===== src/rtl/runahead_pkg.sv =====
package runahead_pkg;

  typedef enum logic [1:0] {
    MODE_NORMAL   = 2'd0,
    MODE_RUNAHEAD = 2'd1,
    MODE_EXIT     = 2'd2
  } mode_e;

  // Strobes from control to datapath, all single-cycle
  typedef struct packed {
    logic enter;        // capture faulting PC/line, raise checkpoint
    logic issueDemand;  // raise demand fill
    logic markInv;      // flag load destination invalid
    logic prefetch;     // convert a runahead miss into a prefetch
  } strobe_t;

endpackage


===== src/rtl/runahead_fsm.sv =====
module runahead_fsm
  import runahead_pkg::*;
(
  input  logic    clk,
  input  logic    rst_n,
  input  logic    missValid,
  input  logic    missIsLoad,
  input  logic    fillBusy,
  input  logic    fillMatch,
  output strobe_t strobes,
  output mode_e   mode
);

  mode_e modeNext;

  always_comb begin
    strobes  = '0;
    modeNext = mode;
    case (mode)
      MODE_NORMAL: begin
        if (missValid) begin
          strobes.enter       = 1'b1;
          strobes.issueDemand = ~fillBusy;
          strobes.markInv     = missIsLoad;
          modeNext            = MODE_RUNAHEAD;
        end
      end
      MODE_RUNAHEAD: begin
        strobes.prefetch = missValid;
        if (fillMatch) modeNext = MODE_EXIT;
      end
      MODE_EXIT: modeNext = MODE_NORMAL;
      default:   modeNext = MODE_NORMAL;
    endcase
  end

  always_ff @(posedge clk) begin
    if (!rst_n) mode <= MODE_NORMAL;
    else        mode <= modeNext;
  end

endmodule


===== src/rtl/runahead_datapath.sv =====
module runahead_datapath
  import runahead_pkg::*;
#(
  parameter int PC_W   = 32,
  parameter int LINE_W = 32,
  parameter int REG_W  = 5
) (
  input  logic              clk,
  input  logic              rst_n,
  input  strobe_t           strobes,
  input  logic [PC_W-1:0]   missPc,
  input  logic [LINE_W-1:0] missLineAddr,
  input  logic [REG_W-1:0]  missDestReg,
  input  logic              fillDone,
  input  logic [LINE_W-1:0] fillLineAddr,
  output logic              fillMatch,
  output logic              ckptReq,
  output logic              demandReq,
  output logic [LINE_W-1:0] demandLineAddr,
  output logic              invalidateReq,
  output logic [REG_W-1:0]  invalidateReg,
  output logic              prefetchReq,
  output logic [LINE_W-1:0] prefetchLineAddr,
  output logic [PC_W-1:0]   savedPc
);

  logic [LINE_W-1:0] savedLine;

  assign fillMatch      = fillDone && (fillLineAddr == savedLine);
  assign demandLineAddr = savedLine;

  always_ff @(posedge clk) begin
    if (!rst_n) begin
      savedPc          <= '0;
      savedLine        <= '0;
      invalidateReg    <= '0;
      prefetchLineAddr <= '0;
      ckptReq          <= 1'b0;
      demandReq        <= 1'b0;
      invalidateReq    <= 1'b0;
      prefetchReq      <= 1'b0;
    end else begin
      ckptReq       <= strobes.enter;
      demandReq     <= strobes.issueDemand;
      invalidateReq <= strobes.markInv;
      prefetchReq   <= strobes.prefetch;
      if (strobes.enter) begin
        savedPc   <= missPc;
        savedLine <= missLineAddr;
      end
      if (strobes.markInv)  invalidateReg    <= missDestReg;
      if (strobes.prefetch) prefetchLineAddr <= missLineAddr;
    end
  end

endmodule


===== src/rtl/runahead_ctrl.sv =====
module runahead_ctrl
  import runahead_pkg::*;
#(
  parameter int PC_W   = 32,
  parameter int LINE_W = 32,
  parameter int REG_W  = 5
) (
  input  logic              clk,
  input  logic              rst_n,
  input  logic              missValid,
  input  logic              missIsLoad,
  input  logic [PC_W-1:0]   missPc,
  input  logic [LINE_W-1:0] missLineAddr,
  input  logic [REG_W-1:0]  missDestReg,
  input  logic              fillBusy,
  input  logic              fillDone,
  input  logic [LINE_W-1:0] fillLineAddr,
  input  logic              storeValid,
  output logic              runahead,
  output logic              ckptReq,
  output logic              demandReq,
  output logic [LINE_W-1:0] demandLineAddr,
  output logic              invalidateReq,
  output logic [REG_W-1:0]  invalidateReg,
  output logic              prefetchReq,
  output logic [LINE_W-1:0] prefetchLineAddr,
  output logic              storeCommit,
  output logic              restoreReq,
  output logic              redirectValid,
  output logic [PC_W-1:0]   redirectPc
);

  strobe_t strobes;
  mode_e   mode;
  logic    fillMatch;

  runahead_fsm u_fsm (
    .clk        (clk),
    .rst_n      (rst_n),
    .missValid  (missValid),
    .missIsLoad (missIsLoad),
    .fillBusy   (fillBusy),
    .fillMatch  (fillMatch),
    .strobes    (strobes),
    .mode       (mode)
  );

  runahead_datapath #(.PC_W(PC_W), .LINE_W(LINE_W), .REG_W(REG_W)) u_dp (
    .clk              (clk),
    .rst_n            (rst_n),
    .strobes          (strobes),
    .missPc           (missPc),
    .missLineAddr     (missLineAddr),
    .missDestReg      (missDestReg),
    .fillDone         (fillDone),
    .fillLineAddr     (fillLineAddr),
    .fillMatch        (fillMatch),
    .ckptReq          (ckptReq),
    .demandReq        (demandReq),
    .demandLineAddr   (demandLineAddr),
    .invalidateReq    (invalidateReq),
    .invalidateReg    (invalidateReg),
    .prefetchReq      (prefetchReq),
    .prefetchLineAddr (prefetchLineAddr),
    .savedPc          (redirectPc)
  );

  assign runahead      = (mode != MODE_NORMAL);
  assign storeCommit   = storeValid && (mode == MODE_NORMAL);
  assign restoreReq    = (mode == MODE_EXIT);
  assign redirectValid = (mode == MODE_EXIT);

endmodule


===== config.mk =====
export PLATFORM = sky130hd
export DESIGN_NAME = runahead_ctrl
export DESIGN_NICKNAME = d
export VERILOG_FILES = /design/src/rtl/runahead_pkg.sv /design/src/rtl/runahead_fsm.sv /design/src/rtl/runahead_datapath.sv /design/src/rtl/runahead_ctrl.sv
export SDC_FILE = /design/constraint.sdc
export NUM_CORES = 1
export LEC_CHECK = 0
export BUFFER_PORTS_ARGS = -buffer_cell sky130_fd_sc_hd__clkbuf_2
export CAP_MARGIN = 20
export CORE_MARGIN = 1
export CORE_UTILIZATION = 40
export CTS_BUF_LIST = sky130_fd_sc_hd__clkbuf_16
export DETAILED_ROUTE_END_ITERATION = 10
export HOLD_SLACK_MARGIN = 0.06
export PLACE_DENSITY = 0.71
export SETUP_SLACK_MARGIN = 0.4
export SLEW_MARGIN = 20
export SYNTH_ARGS = -nofsm -noshare
export SYNTH_HDL_FRONTEND = slang
export SYNTH_HIERARCHICAL = 1
export SYNTH_SLANG_ARGS = --single-unit
export TNS_END_PERCENT = 1

===== constraint.sdc =====
create_clock -name clk -period 2.25 [get_ports clk]
set_input_delay 0.1125 -clock clk [delete_from_list [all_inputs] [get_ports clk]]
set_output_delay 0.1125 -clock clk [all_outputs]
set_load 0.03 [all_outputs]

==> qor.csv <==
metric,value,unit
Worst-Skew Late Latency,0.34,ns
vias in the first global route,3710,
Slew headroom,0.622,
total routed wirelength,12000,um
Worst Reg-to-Reg Cells,6,
Rows,37,
Net Sw Frac,0.288,
status,"complete, no violations",
core area,0.0105,sq mm
Yosys cell types,23,
Ports,217,
Setup WS post-layout,0.536,ns
root buf cell,clkbuf_16,
CTS Buf Count,9,
Int Pwr,3130,uW
"EDFF count, synth",0,
initial antenna violation count,0,
Routed WL per cell,15.0,um
"final std cell area, no fill",0.00644,sq mm
ratio of cells with drive above 1 in the final layout,0.368,
"Seq/Total Area, Yosys",0.488,
Min Hold Slack,0.0624,ns
HP Class,primary input to flip-flop,
Hold Crit Depth,3,
first drt pass iteration count,4,
CP Class,flip-flop to flip-flop,
CTS Sinks,107,
WHS Endpoint,u_dp/savedPc[19]$_SDFFE_PN0P_,
Multi-input gate area,0.00213,sq mm
Met1 Wirelength,5090,um
Die X-Extent,107,um
Final Hold Violating Endpoints,0,
Worst Path Max Fanout,3,
via count,3653,
largest net degree at the start of global routing,39,
fin crit share,0.762,
top layer reached by signal wires,met4,
Post-CTS Setup Bufs,0,
Mapped Nets,501,
Setup Viol. Count Final,0,
Synth warnings,6,
flop-to-flop setup slack,0.54,ns
"Slew Viols, Final",0,
Worst Setup Start Kind,flip-flop,
clock share of power,0.333,
NumNets Final,768,
worst-margin pin slew,0.567,ns
area growth from synthesis to layout,46.8,%
final antenna-violating net count,0,
Synth Instances,393,
Async SR Flop Fraction,0,
f_max,583,MHz
Avg Inst Size Synth,11.2,sq um
VDD IR max,0.318,mV
clk_skew,0.00832,ns
number of fill cells in the layout,906,
Buffers on Ports,216,
WL met2,6100,um
"Top FF cell, synth",dfxtp_1,
RSZ-0062 raised after global routing,false,
FF-to-FF End,u_fsm/mode[0]$_SDFFE_PN0P_,
Pwr per Cell Area,683,mW/mm^2
Final min period,1.71,ns
DP Wirelength,8710,um
die height,107,um
GR Overflow Total,0,
H-tree Lvls,3,
buffer depth of the longest clock path,2,
Initial DRC Count,85,
max cap viols,0,
CTS tree,yes,
worst slack at placement,0.496,ns
dpl cell area,0.00558,sq mm
"Reg clk slew, reported paths",0.07,ns
Gate power share,0.197,
via/cell ratio,4.56,
Lkg Pwr,0.00299,uW
Sw Pwr,1270,uW
Critical Path Start,u_dp/demandLineAddr[16]$_SDFFE_PN0P_,
Worst setup EP type,flip-flop,
All-Layer GR Usage,0.210,
Die Area,0.0114,sq mm
initial core utilization,0.419,
hold path startpoint,missPc[19],
Finished Core Util,0.615,
ANT cells,0,
register area,0.00214,sq mm
WL met3,532,um
number of synthesized register bits,107,
number of remaining DRC errors,0,
FF-to-FF Start,u_dp/demandLineAddr[16]$_SDFFE_PN0P_,
Syn Std Cell Area,0.00439,sq mm
Required @ worst endpoint,2.47,ns
TNS Setup,0,ns
GPL Wtd Cong,0.835,
first-pass GRT wire length,18500,um
share of power burned in registers,0.470,
Worst EP arrival,1.93,ns
==> state kept, by name, summed over array words and instances, names as in the netlist <==
name and cells:
u_fsm/mode 2, u_dp/prefetchLineAddr 32, u_dp/savedPc 32, u_dp/ckptReq 1
u_dp/invalidateReg 5, u_dp/demandLineAddr 32, u_dp/invalidateReq 1, u_dp/demandReq 1
u_dp/prefetchReq 1
==> layer usage <==
layer,vias to the layer above,global-route usage
met3,22,0.0304
met5,-,0
met2,114,0.376
met4,0,0.0959
li1,1833,-
met1,1684,0.246
==> layout make-up <==
cell class,count,share of cell area
inverters,1,0.000583
multi-input cells,261,0.330
flip-flops and latches,107,0.333
clock buffers,9,0.0350
clock inverters,7,0.00816
repair buffers,280,0.267
well taps,136,0.0264
==> cells in the final DEF, fill, tap and decap left out, types with 5 or more instances in the layout <==
cell,synthesis,layout
and2_1,5,5
buf_4,10,6
clkbuf_16,0,9
clkbuf_2,0,216
dfxtp_1,107,107
dlygate4sd3_1,0,57
mux2i_1,101,101
nor2b_1,102,102
nor4_1,7,5
xor2_1,31,31
==> critical path: stages, from the launching register on <==
cell	delay (ns)
dfxtp_1	0.34
xor2_1	0.20
nor4_2	0.38
nand4_1	0.17
nor3_2	0.25
nand2_1	0.09
nor4b_2	0.17
==> cell usage after synthesis, types with 2 or more instances <==
cell type / count / area (sq um)
and2_1: 5 / 31.3
mux2i_1: 101 / 1010
nor3_1: 2 / 10.0
nor2b_1: 102 / 638
clkbuf_1: 10 / 37.5
xor2_1: 31 / 272
dfxtp_1: 107 / 2140
nand3_1: 2 / 10.0
buf_4: 10 / 75.1
buf_2: 4 / 20.0
nor4_1: 7 / 43.8
==> cells by family after synthesis <==
family | share of synthesized area
XOR/XNOR | 0.0639
buffers and inverters | 0.0311
flip-flops | 0.488
multiplexers | 0.231
AND/OR/NAND/NOR | 0.186
==> worst max path at each step <==
stage                                  to
4_1_cts        u_fsm/mode[0]$_SDFFE_PN0P_
3_5_place_dp   u_fsm/mode[0]$_SDFFE_PN0P_
6_report       u_fsm/mode[0]$_SDFFE_PN0P_
5_1_grt        u_fsm/mode[0]$_SDFFE_PN0P_
2_1_floorplan  u_fsm/mode[0]$_SDFFE_PN0P_
3_3_place_gp   u_fsm/mode[0]$_SDFFE_PN0P_
==> metrics by stage <==
step,power (uW),cells
after floorplan,2610,393
after global placement,2880,728
after detailed placement,2900,728
after CTS,4450,800
after global routing,4600,801
final,4400,801
==> timing repair <==
action | in CTS | in global routing
hold buffers | 56 | 1
hold endpoints to repair | 70 | 1
endpoints found under the setup margin | 0 | 2
resized for setup | 0 | 2
==> power by group through the flow <==
stage,logic [uW],registers [uW],clock network [uW]
final,865,2070,1470
after global routing,923,2080,1600
after CTS,865,2070,1520
after detailed placement,786,2110,0
after global placement,773,2100,0
after floorplan,311,2300,0
No activity file was read; power rests on OpenSTA's default activity.
